## src/rtl/sftx_pkg.sv

```systemverilog
package sftx_pkg;

    typedef enum logic [1:0] {
        ST_IDLE  = 2'd0,
        ST_ARMED = 2'd1,
        ST_SEND  = 2'd2
    } seq_state_e;

    typedef struct packed {
        logic gated;     // clock toggles during data bits
        logic idle_lvl;  // resting level of the clock line
        logic act_rise;  // capture edge is rising
        logic framing;   // request and strobe lines are live
    } pin_cfg_t;

    localparam logic [1:0] SEL_EXPAND = 2'b11;
    localparam logic [1:0] SEL_OFF    = 2'b00;

    function automatic pin_cfg_t decode_cfg(
        input logic       sync_en,
        input logic [1:0] sel,
        input logic       idle_hi,
        input logic       rise_act
    );
        pin_cfg_t c;
        if (!sync_en) begin
            c.gated    = (sel == SEL_EXPAND);
            c.idle_lvl = 1'b1;
            c.act_rise = 1'b1;
            c.framing  = 1'b0;
        end else begin
            c.gated    = (sel != SEL_OFF);
            c.idle_lvl = idle_hi;
            c.act_rise = rise_act;
            c.framing  = 1'b1;
        end
        return c;
    endfunction

    // level of the clock line inside a bit cell: launch half, then capture half
    function automatic logic half_level(input logic act_rise, input logic capture_half);
        return act_rise ? capture_half : ~capture_half;
    endfunction

endpackage

```

## src/rtl/sftx_mode_dec.sv

```systemverilog
module sftx_mode_dec
    import sftx_pkg::*;
(
    input  logic       sync_en_i,
    input  logic [1:0] clk_sel_i,
    input  logic       clk_idle_hi_i,
    input  logic       clk_rise_act_i,
    output pin_cfg_t   cfg_o
);

    always_comb begin
        cfg_o = decode_cfg(sync_en_i, clk_sel_i, clk_idle_hi_i, clk_rise_act_i);
    end

    // expansion code forces a high-idle, rising-capture clock
    always_comb begin
        if (!sync_en_i && clk_sel_i == SEL_EXPAND) begin
            p_expand_shape_r3: assert (cfg_o.gated && cfg_o.idle_lvl && cfg_o.act_rise);
        end
    end

endmodule

```

## src/rtl/sftx_seq.sv

```systemverilog
module sftx_seq
    import sftx_pkg::*;
#(
    parameter int WIDTH = 8
) (
    input  logic             clk,
    input  logic             rst,
    input  logic             tick_i,
    input  logic             load_i,
    input  logic [WIDTH-1:0] data_i,
    output logic             sending_o,
    output logic             busy_o,
    output logic             bit_o,
    output logic             capture_o,
    output logic             first_bit_o
);

    localparam int PHASES = 2 * WIDTH;
    localparam int PW     = $clog2(PHASES);
    localparam logic [PW-1:0] LAST_PH = PW'(PHASES - 1);

    seq_state_e       state_q;
    logic [PW-1:0]    ph_q;
    logic [WIDTH-1:0] shreg_q;

    always_ff @(posedge clk) begin
        if (rst) begin
            state_q <= ST_IDLE;
            ph_q    <= '0;
            shreg_q <= '0;
        end else begin
            case (state_q)
                ST_IDLE: begin
                    if (load_i) begin
                        shreg_q <= data_i;
                        state_q <= ST_ARMED;
                    end
                end
                ST_ARMED: begin
                    if (tick_i) begin
                        state_q <= ST_SEND;
                        ph_q    <= '0;
                    end
                end
                ST_SEND: begin
                    if (tick_i) begin
                        if (ph_q == LAST_PH) begin
                            state_q <= ST_IDLE;
                            ph_q    <= '0;
                        end else begin
                            ph_q <= ph_q + 1'b1;
                            if (ph_q[0]) begin
                                shreg_q <= shreg_q >> 1;
                            end
                        end
                    end
                end
                default: state_q <= ST_IDLE;
            endcase
        end
    end

    assign sending_o   = (state_q == ST_SEND);
    assign busy_o      = (state_q != ST_IDLE);
    assign bit_o       = shreg_q[0];
    assign capture_o   = ph_q[0];
    assign first_bit_o = (ph_q[PW-1:1] == '0);

    // busy only starts from a load request
    p_busy_from_load_r9: assert property (@(posedge clk) disable iff (rst)
        $rose(busy_o) |-> $past(load_i));

    // a load during a transfer leaves the word untouched
    p_ignore_load_r9: assert property (@(posedge clk) disable iff (rst)
        (busy_o && load_i && !tick_i) |=> $stable(shreg_q));

    // the frame closes only after the MSB capture half
    p_close_after_msb_r7: assert property (@(posedge clk) disable iff (rst)
        $fell(sending_o) |-> ($past(ph_q) == LAST_PH));

    // phase advances only on a tick
    p_phase_hold_r10: assert property (@(posedge clk) disable iff (rst)
        (sending_o && !tick_i) |=> ($stable(ph_q) && sending_o));

endmodule

```

## src/rtl/sftx_pins.sv

```systemverilog
module sftx_pins
    import sftx_pkg::*;
(
    input  logic     clk,
    input  logic     rst,
    input  pin_cfg_t cfg_i,
    input  logic     rts_hi_i,
    input  logic     sending_i,
    input  logic     busy_i,
    input  logic     bit_i,
    input  logic     capture_i,
    input  logic     first_bit_i,
    output logic     sdata_o,
    output logic     sclk_o,
    output logic     rts_o,
    output logic     strobe_o,
    output logic     busy_o
);

    logic sdata_d, sclk_d, rts_d, strobe_d;

    always_comb begin
        sdata_d  = sending_i ? bit_i : 1'b1;
        sclk_d   = (sending_i && cfg_i.gated) ? half_level(cfg_i.act_rise, capture_i)
                                              : cfg_i.idle_lvl;
        rts_d    = (cfg_i.framing && sending_i) ? rts_hi_i : ~rts_hi_i;
        strobe_d = cfg_i.framing && sending_i && first_bit_i;
    end

    always_ff @(posedge clk) begin
        if (rst) begin
            sdata_o  <= 1'b1;
            sclk_o   <= 1'b1;
            rts_o    <= 1'b0;
            strobe_o <= 1'b0;
            busy_o   <= 1'b0;
        end else begin
            sdata_o  <= sdata_d;
            sclk_o   <= sclk_d;
            rts_o    <= rts_d;
            strobe_o <= strobe_d;
            busy_o   <= busy_i;
        end
    end

    // the strobe never appears outside a transfer
    p_strobe_in_xfer_r8: assert property (@(posedge clk) disable iff (rst)
        strobe_o |-> busy_o);

    // clock rests at its idle level when no bit was on the wire
    p_clk_quiet_r2: assert property (@(posedge clk) disable iff (rst)
        (!$past(rst) && !$past(sending_i)) |-> (sclk_o == $past(cfg_i.idle_lvl)));

    // the data line marks high between frames
    p_mark_idle_r1: assert property (@(posedge clk) disable iff (rst)
        (!$past(rst) && !$past(sending_i)) |-> sdata_o);

endmodule

```

## src/rtl/sync_frame_tx.sv

```systemverilog
module sync_frame_tx
    import sftx_pkg::*;
#(
    parameter int WIDTH = 8
) (
    input  logic             clk,
    input  logic             rst,
    input  logic             bit_tick_i,
    input  logic             load_i,
    input  logic [WIDTH-1:0] data_i,
    input  logic             sync_en_i,
    input  logic [1:0]       clk_sel_i,
    input  logic             clk_idle_hi_i,
    input  logic             clk_rise_act_i,
    input  logic             rts_hi_i,
    output logic             sdata_o,
    output logic             sclk_o,
    output logic             rts_o,
    output logic             strobe_o,
    output logic             busy_o
);

    pin_cfg_t cfg;
    logic     sending, busy_int, cur_bit, capture, first_bit;

    sftx_mode_dec u_dec (
        .sync_en_i      (sync_en_i),
        .clk_sel_i      (clk_sel_i),
        .clk_idle_hi_i  (clk_idle_hi_i),
        .clk_rise_act_i (clk_rise_act_i),
        .cfg_o          (cfg)
    );

    sftx_seq #(.WIDTH(WIDTH)) u_seq (
        .clk         (clk),
        .rst         (rst),
        .tick_i      (bit_tick_i),
        .load_i      (load_i),
        .data_i      (data_i),
        .sending_o   (sending),
        .busy_o      (busy_int),
        .bit_o       (cur_bit),
        .capture_o   (capture),
        .first_bit_o (first_bit)
    );

    sftx_pins u_pins (
        .clk         (clk),
        .rst         (rst),
        .cfg_i       (cfg),
        .rts_hi_i    (rts_hi_i),
        .sending_i   (sending),
        .busy_i      (busy_int),
        .bit_i       (cur_bit),
        .capture_i   (capture),
        .first_bit_i (first_bit),
        .sdata_o     (sdata_o),
        .sclk_o      (sclk_o),
        .rts_o       (rts_o),
        .strobe_o    (strobe_o),
        .busy_o      (busy_o)
    );

    // in synchronous mode the strobe sits inside an active request
    p_strobe_under_rts_r7: assert property (@(posedge clk) disable iff (rst)
        (strobe_o && sync_en_i && $stable(rts_hi_i)) |-> (rts_o == rts_hi_i));

endmodule

```

## config.mk

```make
export PLATFORM = sky130hd
export DESIGN_NAME = sync_frame_tx
export DESIGN_NICKNAME = d
export VERILOG_FILES = /design/src/rtl/sftx_pkg.sv /design/src/rtl/sftx_mode_dec.sv /design/src/rtl/sftx_seq.sv /design/src/rtl/sftx_pins.sv /design/src/rtl/sync_frame_tx.sv
export SDC_FILE = /design/constraint.sdc
export NUM_CORES = 1
export LEC_CHECK = 0
export BUFFER_PORTS_ARGS = -buffer_cell sky130_fd_sc_hd__buf_2
export CORE_UTILIZATION = 40
export CTS_CLUSTER_SIZE = 10
export DETAILED_ROUTE_END_ITERATION = 10
export SKIP_CTS_REPAIR_TIMING = 1
export SLEW_MARGIN = 10
export SYNTH_ARGS = -nofsm -noshare
export SYNTH_HDL_FRONTEND = slang
export SYNTH_SLANG_ARGS = --single-unit
```

## constraint.sdc

```tcl
create_clock -name clk -period 1.4 [get_ports clk]
set_clock_uncertainty 0.05 [all_clocks]
set_input_delay 0.21 -clock clk [delete_from_list [all_inputs] [get_ports clk]]
set_output_delay 0.21 -clock clk [all_outputs]
set_load 0.01 [all_outputs]
```

==> reports/metrics.yaml, run 1 <==
drt-wirelength-per-cell_um: 12.0
cpPeakStageDelay_ps: 380
cp_cell_sequence: "ha_4, nand3_4, a41o_4, nor2_1, a311oi_2"
worst_pin_slew_ps: 369
dieWidth_um: 51.4
pwr-share-seq_pct: 54.3
hold_class: "input pin to flop"
crit_start: "u_seq.ph_q[1]$_SDFFE_PP0P_"
start_util_pct: 43.3
overflow: 0
drive_gt1_share_pct: 39.4
arrival_ps: 1510
timing.setup.tns_ps: 0
yosys.cell_types.count: 36
cap_violations: 0
globalplace.congestion: 0.772
fp.dieArea_sq_um: 2640
syn_inst: 111
timing.final.crit_share_pct: 95.7
netlist_top_cells_area: "dfxtp_1, a311oi_2, nand2_1, nor2_1, a21oi_1"
track_usage_pct: 15.8
cts-htree-levels: 1
diodes: 0
synth_nets: 130
drc: 0
fmax_mhz: 746
final_max_slew_viol_count: 0
postSynth.asyncResetShare_pct: 0
dpl_worst_slack_ps: -12.4
cts_root_buf: "clkbuf_4"
finalHoldViolations: 0
grt_antenna_before_repair: 0
p_switching_w: 0.000311
vias: 875
crit_slowest_cell: "dfxtp_4"
worstSetupEndpointType: "flop"
synth_edf_count: 0
p_sw_share_pct: 28.3
num_rows: 17
power.internal_w: 0.000787
period_minus_slack_ps: 1340
ant_nets: 0
grt_pass1_wl_um: 3060
critical_path_buf_inv_count: 0
fin_ws_ps: 60.0
p_leak_nw: 0.475
ys_seq_area_share_pct: 39.0
syn_area_per_cell_sq_um: 8.79
io_pins: 23
clock_latency_ps: 300
first_pass_iters: 4
crit_fanout: 8
status: "completed"
ys_warn_count: 0
dp_hpwl_um: 1380
critPathTopFamily: "compound AO/OA/AOI/OAI gates"
via_per_inst: 5.30
relSlewSlack_pct: 74.8
area_growth_pct: 22.4
synth_top_flop_cell: "dfxtp_1"
clockBufferDepth: 2
fillerInstances: 236
die_y_um: 51.4
core-area_sq_um: 2250
syn_area_sq_um: 976
wl_um: 1980
synthTopCellsByCount: "dfxtp_1, nand2_1, nor2_1"
cts_sinks: 19
nets: 157
portBuffers: 22
pwr-share-comb_pct: 19.9
setup_viol: 0
clkSlewWorstSetupHoldPaths_ps: 110
timing.rr.start: "u_seq.ph_q[1]$_SDFFE_PP0P_"
cellPowerDensity_nw_per_um2: 919
critical_path_required_ps: 1570
grt_max_degree: 16
synth-seq-cells: 19
min_from: "rts_hi_i"
cp-start-kind: "flop"
cts_tree: "yes"
power.share.clock_pct: 25.7
crit_type: "flop to flop"
utilization_pct: 53.0
drt-initial-drc-count: 13
cts_buffers: 3
grt_pass1_vias: 712
yosys.area.top_type: "dfxtp_1"
irDropWorstVdd_uv: 494
yosys.area.top_type_share_pct: 39.0
worst paths after layout:
| check | to | slack (ps) | depth (start not counted) |
|---|---|---|---|
| worst min register to register | u_pins.sdata_o$_SDFF_PP1_ | 410 | 1 |
| worst min-delay path | u_pins.rts_o$_SDFF_PP0_ | 100 | 3 |
| worst max register to register | u_seq.shreg_q[3]$_SDFFE_PP0P_ | 60 | 5 |
| worst max-delay path | u_seq.shreg_q[3]$_SDFFE_PP0P_ | 60 | 5 |
worst reg2reg max path: cells and delay by family (launching register included):
| family | cells | cell delay [ps] |
|---|---|---|
| DFF | 1 | 380 |
| and+or+nand+nor | 2 | 160 |
| adders and majority gates | 1 | 170 |
| AOI/OAI and AO/OA | 2 | 500 |
kinds of logic after synthesis:
kind of cell / Yosys count / synth area share [%]
DFF: 19 / 39.0
AOI/OAI and AO/OA: 23 / 20.6
and+or+nand+nor: 55 / 28.7
adders and majority gates: 1 / 1.28
muxes: 1 / 1.03
xor gates and xnor gates: 2 / 1.80
buffers and inverters: 10 / 7.56
state kept, by name, summed over array words and instances (netlist names):
signal,flops
u_pins.strobe_o,1
u_pins.sclk_o,1
u_pins.busy_o,1
u_seq.ph_q,4
u_seq.state_q,2
u_seq.shreg_q,8
u_pins.sdata_o,1
u_pins.rts_o,1
layout by cell type (no fill, tap or decap), types with 5 or more instances in the layout:
master    count
dfxtp_1      15
buf_4         7
nand2_1      19
a21oi_1       7
nor2_1       15
a311oi_2      5
buf_2        22
per-layer routing:
metal	global-route usage, %	vias to the layer above	part of all wire (%)
li1	-	443	-
met1	19.6	404	47
met2	26.0	24	47
met3	2.68	4	4.9
met4	8.11	0	1.4
met5	0	-	0
power by group through the flow:
stage | Sequential (W) | Clock, W | Combinational, W
2_1_floorplan | 0.000608 | 0 | 0.000160
3_3_place_gp | 0.000606 | 0 | 0.000201
3_5_place_dp | 0.000607 | 0 | 0.000207
4_1_cts | 0.000595 | 0.000300 | 0.000207
5_1_grt | 0.000602 | 0.000318 | 0.000243
6_report | 0.000597 | 0.000282 | 0.000219
through the flow:
stage / hold WS [ps] / power [W] / std cells / cell area [sq um]
after floorplan: 306 / 0.000768 / 111 / 991
after global placement: 382 / 0.000808 / 159 / 1110
after detailed placement: 383 / 0.000814 / 159 / 1110
after CTS: 93.2 / 0.00110 / 163 / 1140
after global routing: 95.3 / 0.00116 / 165 / 1190
final: 103 / 0.00110 / 165 / 1190
cell type report:
class                   instances  area (sq um)  share of cell area, %
clock buffers                   3          22.5                   1.88
multi-input cells              83           574                   48.1
well taps                      28          35.0                   2.93
clock inverters                 1          5.00                  0.419
repair buffers                 29           163                   13.6
flip-flops and latches         19           388                   32.5
inverters                       2          7.51                  0.628
(Power assumes the default switching activity.)
==> inputs of run 2 (changes only) <==
--- a/config.mk
+++ b/config.mk
@@ -6,9 +6,12 @@
 export NUM_CORES = 1
 export LEC_CHECK = 0
 export BUFFER_PORTS_ARGS = -buffer_cell sky130_fd_sc_hd__buf_2
-export CORE_UTILIZATION = 40
+export CELL_PAD_IN_SITES_DETAIL_PLACEMENT = 2
+export CELL_PAD_IN_SITES_GLOBAL_PLACEMENT = 2
+export CORE_UTILIZATION = 27
 export CTS_CLUSTER_SIZE = 10
 export DETAILED_ROUTE_END_ITERATION = 10
+export PLACE_DENSITY_LB_ADDON = 0.1
 export SKIP_CTS_REPAIR_TIMING = 1
 export SLEW_MARGIN = 10
 export SYNTH_ARGS = -nofsm -noshare
==> run 2 against run 1 <==
Net effect: non-clock buffer count decreased by 2; flip-flop and latch count unchanged; global-route usage shrank 2.2 points; via count grew 3.4%.
==> reports/metrics.yaml, run 2 (synthesis results as in run 1) <==
status: "completed"
dp_hpwl_um: 1790
cpPeakStageDelay_ps: 700
dpl_worst_slack_ps: -11.0
diodes: 0
globalplace.congestion: 0.712
arrival_ps: 1560
fp.dieArea_sq_um: 3860
cts-htree-levels: 1
irDropWorstVdd_uv: 389
fmax_mhz: 718
reg2reg_slack_ps: 7
p_leak_nw: 0.472
first_pass_iters: 2
core-area_sq_um: 3390
cp-start-kind: "flop"
min_from: "rts_hi_i"
cts_tree: "yes"
cts_sinks: 19
final_common_cell: "buf_2"
final_cell_count_no_fill: 182
crit_type: "flop to flop"
rr_endpoint: "u_pins.strobe_o$_SDFF_PP0_"
cap_violations: 0
cp_cell_sequence: "or4b_2, nor3_1"
setup_viol: 0
portBuffers: 22
r2r_cells: 2
drc: 0
track_usage_pct: 13.6
dieWidth_um: 62.1
grt_pass1_wl_um: 4260
drive_gt1_share_pct: 41.2
top_regs: "u_seq.shreg_q x8, u_seq.ph_q x4, u_seq.state_q x2"
crit_slowest_cell: "or4b_2"
period_minus_slack_ps: 1390
dp_cells: 176
area_growth_pct: 28.5
worst_pin_slew_ps: 407
grt_antenna_before_repair: 0
wl_um: 2740
io_pins: 23
largest_reg_flops: 8
min_path_cells: 3
grt_pass1_vias: 931
finalHoldViolations: 0
cts_root_buf: "clkbuf_4"
final_max_slew_viol_count: 0
timing.rr.start: "u_seq.ph_q[3]$_SDFFE_PP0P_"
fillerInstances: 375
drt-initial-drc-count: 12
relSlewSlack_pct: 72.8
clock_latency_ps: 300
hold_class: "input pin to flop"
cellPowerDensity_nw_per_um2: 905
vias: 905
via_per_inst: 4.97
cts_buffers: 3
die_y_um: 62.1
overflow: 0
timing.final.crit_share_pct: 99.5
regMostFlops: "u_seq.shreg_q"
worstSetupEndpointType: "flop"
final_cell_mix: "buf_2, nand2_1, nor2_1"
rsz0062_at_grt: "true"
drt-wirelength-per-cell_um: 15.1
nets: 156
ant_nets: 0
critical_path_required_ps: 1570
grt_max_degree: 20
min_to: "u_pins.rts_o$_SDFF_PP0_"
num_rows: 21
crit_fanout: 5
clkSlewWorstSetupHoldPaths_ps: 120
start_util_pct: 28.8
fin_ws_ps: 7.27
clockBufferDepth: 2
-- run 2: cell count changes in the layout (fill, tap and decap cells not counted), sizes merged --
cell / previous run / this run
buf: 29 / 27
nand2b: 3 / 4
-- run 2: final cells by class --
type	instances	area, sq um	share of cell area, %
sequential	19	392	31.2
clock inverter	1	5.00	0.399
clock buffer	3	22.5	1.80
timing repair buffer	27	151	12.1
tap	46	57.6	4.59
multi-input combinational	84	618	49.3
inverter	2	7.51	0.599
-- run 2: worst max path at each step --
stage,endpoint,cells past startpoint,from
6_report,u_pins.strobe_o$_SDFF_PP0_,2,u_seq.ph_q[3]$_SDFFE_PP0P_
5_1_grt,u_seq.shreg_q[1]$_SDFFE_PP0P_,5,u_seq.ph_q[1]$_SDFFE_PP0P_
4_1_cts,u_seq.shreg_q[1]$_SDFFE_PP0P_,4,u_seq.state_q[1]$_SDFFE_PP0P_
3_5_place_dp,u_seq.shreg_q[1]$_SDFFE_PP0P_,5,u_seq.ph_q[1]$_SDFFE_PP0P_
3_3_place_gp,u_seq.shreg_q[3]$_SDFFE_PP0P_,5,u_seq.ph_q[1]$_SDFFE_PP0P_
2_1_floorplan,u_seq.shreg_q[7]$_SDFFE_PP0P_,6,u_seq.ph_q[0]$_SDFFE_PP0P_
-- run 2: layer usage --
metal / track usage [%] / wire (um)
met1: 16.5 / 1310
met2: 24.6 / 1350
met3: 1.65 / 65
met4: 4.36 / 15
met5: 0 / 0
-- run 2: through the flow --
stage	setup TNS, ps	hold WS (ps)	instance area [sq um]	utilization [%]	total power (W)
floorplan	0	306	991	-	0.000768
finish	0	109	1250	37.0	0.00113
CTS	-151	105	1160	34.1	0.00112
detailed placement	-11.0	399	1130	33.3	0.000825
global route	-58.3	111	1250	37.0	0.00120
global placement	0	387	1130	33.3	0.000816
-- run 2: where the power goes --
group          internal, W  switching (W)  leakage (nW)
clock             0.000106       0.000186        0.0177
sequential        0.000574      0.0000243         0.159
combinational     0.000112       0.000131         0.295
total             0.000793       0.000342         0.472
-- run 2: critical path: cells and delay by family (launching register included) --
| family | cells | cell delay [ps] |
|---|---|---|
| DFF | 1 | 390 |
| and+or+nand+nor | 2 | 880 |
==> inputs of run 3 (changes only) <==
--- a/config.mk
+++ b/config.mk
@@ -8,7 +8,7 @@
 export BUFFER_PORTS_ARGS = -buffer_cell sky130_fd_sc_hd__buf_2
 export CELL_PAD_IN_SITES_DETAIL_PLACEMENT = 2
 export CELL_PAD_IN_SITES_GLOBAL_PLACEMENT = 2
-export CORE_UTILIZATION = 27
+export CORE_UTILIZATION = 33
 export CTS_CLUSTER_SIZE = 10
 export DETAILED_ROUTE_END_ITERATION = 10
 export PLACE_DENSITY_LB_ADDON = 0.1
==> constraint.sdc (replaced) <==
create_clock -name clk -period 1.8 [get_ports clk]
set_clock_uncertainty 0.05 [all_clocks]
set_input_delay 0.27 -clock clk [delete_from_list [all_inputs] [get_ports clk]]
set_output_delay 0.27 -clock clk [all_outputs]
set_load 0.01 [all_outputs]
==> run 3 against run 2 <==
Net effect: design area fell by 12%; final cell count decreased by 10%; sequential power shrank 22%.
==> reports/metrics.yaml, run 3 (synthesis results as in run 1) <==
status: "completed"
drt-wirelength-per-cell_um: 15.0
rsz0062_at_grt: "false"
drc: 0
p_leak_nw: 0.446
setup_viol: 0
irDropWorstVdd_uv: 568
timing.rr.start: "u_seq.state_q[1]$_SDFFE_PP0P_"
hold_class: "input pin to flop"
drive_gt1_share_pct: 33.3
grt_antenna_before_repair: 0
final_common_cell: "buf_2"
io_pins: 23
regMostFlops: "u_seq.shreg_q"
portBuffers: 22
timing.setup.tns_ps: 0
die_y_um: 56.4
worstSetupEndpointType: "flop"
diodes: 0
crit_type: "flop to flop"
period_minus_slack_ps: 1620
final_cell_mix: "buf_2, nand2_1, dfxtp_1"
track_usage_pct: 16.8
vias: 866
pwr-share-seq_pct: 55.7
grt_pass1_wl_um: 4130
regArea_sq_um: 380
critical_path_required_ps: 1970
clock_latency_ps: 300
via_per_inst: 5.31
nets: 152
cts_tree: "yes"
num_rows: 19
grt_pass1_vias: 943
clockBufferDepth: 2
dp_hpwl_um: 1880
hold_slack_ps: 178
final_max_slew_viol_count: 0
cts_sinks: 19
fillerInstances: 331
worst_pin_slew_ps: 420
area_growth_pct: 13.6
cts-htree-levels: 1
pwr-share-comb_pct: 18.3
crit_fanout: 15
power.internal_w: 0.000601
cp-start-kind: "flop"
arrival_ps: 1790
largest_reg_flops: 8
cellPowerDensity_nw_per_um2: 759
drt-initial-drc-count: 7
wl_um: 2440
core-area_sq_um: 2780
cts_buffers: 3
utilization_pct: 39.9
finalHoldViolations: 0
min_from: "clk_idle_hi_i"
overflow: 0
cts_root_buf: "clkbuf_4"
multi_input_area_sq_um: 522
fin_ws_ps: 176
top_regs: "u_seq.shreg_q x8, u_seq.ph_q x4, u_seq.state_q x2"
fmax_mhz: 616
dieWidth_um: 56.4
crit_start: "u_seq.state_q[1]$_SDFFE_PP0P_"
p_sw_share_pct: 28.6
timing.final.crit_share_pct: 90.2
relSlewSlack_pct: 72.0
ant_nets: 0
fp.dieArea_sq_um: 3180
first_pass_iters: 2
cap_violations: 0
dpl_worst_slack_ps: 128
globalplace.congestion: 0.717
clkSlewWorstSetupHoldPaths_ps: 120
start_util_pct: 35.1
grt_max_degree: 20
power.share.clock_pct: 26.0
p_switching_w: 0.000241
[run 3: final cells by class]
type | count | share of cell area [%]
Inverter | 2 | 0.677
Multi-Input combinational cell | 82 | 47.1
Clock buffer | 3 | 2.03
Timing Repair Buffer | 25 | 12.0
Tap cell | 31 | 3.50
Sequential cell | 19 | 34.3
Clock inverter | 1 | 0.451
[run 3: power groups by stage]
stage          Sequential, W  Clock [W]  Combinational [W]
4_1_cts             0.000470   0.000233           0.000159
3_5_place_dp        0.000479          0           0.000158
2_1_floorplan       0.000473          0           0.000124
3_3_place_gp        0.000477          0           0.000148
6_report            0.000469   0.000218           0.000154
5_1_grt             0.000473   0.000243           0.000173
[run 3: final timing paths]
path                              endpoint  slack [ps]  cells after the start
max reg2reg  u_seq.shreg_q[0]$_SDFFE_PP0P_         180                      4
max          u_seq.shreg_q[0]$_SDFFE_PP0P_         180                      4
min               u_pins.sclk_o$_SDFF_PP1_         180                      3
min reg2reg      u_pins.sdata_o$_SDFF_PP1_         420                      1
[run 3: stage by stage]
step,cell area (sq um),total power (W),std cells
floorplan,976,0.000597,111
global placement,1080,0.000625,159
detailed placement,1080,0.000637,159
CTS,1110,0.000862,163
global route,1110,0.000889,163
finish,1110,0.000842,163
[run 3: layer usage]
layer	routed length [um]	vias to the layer above	track usage [%]	share of wire, %
met4	16	0	3.14	0.66
met5	0	-	0	0
met2	1250	19	31.5	51
met3	117	2	5.07	4.8
li1	-	431	-	-
met1	1050	414	18.7	43
[run 3: worst max-delay path, cell delays in order, from the launching register on]
cell and delay, ps:
dfxtp_1 460, nor2b_2 310, a41o_4 390, nor2_1 90, a311oi_1 260
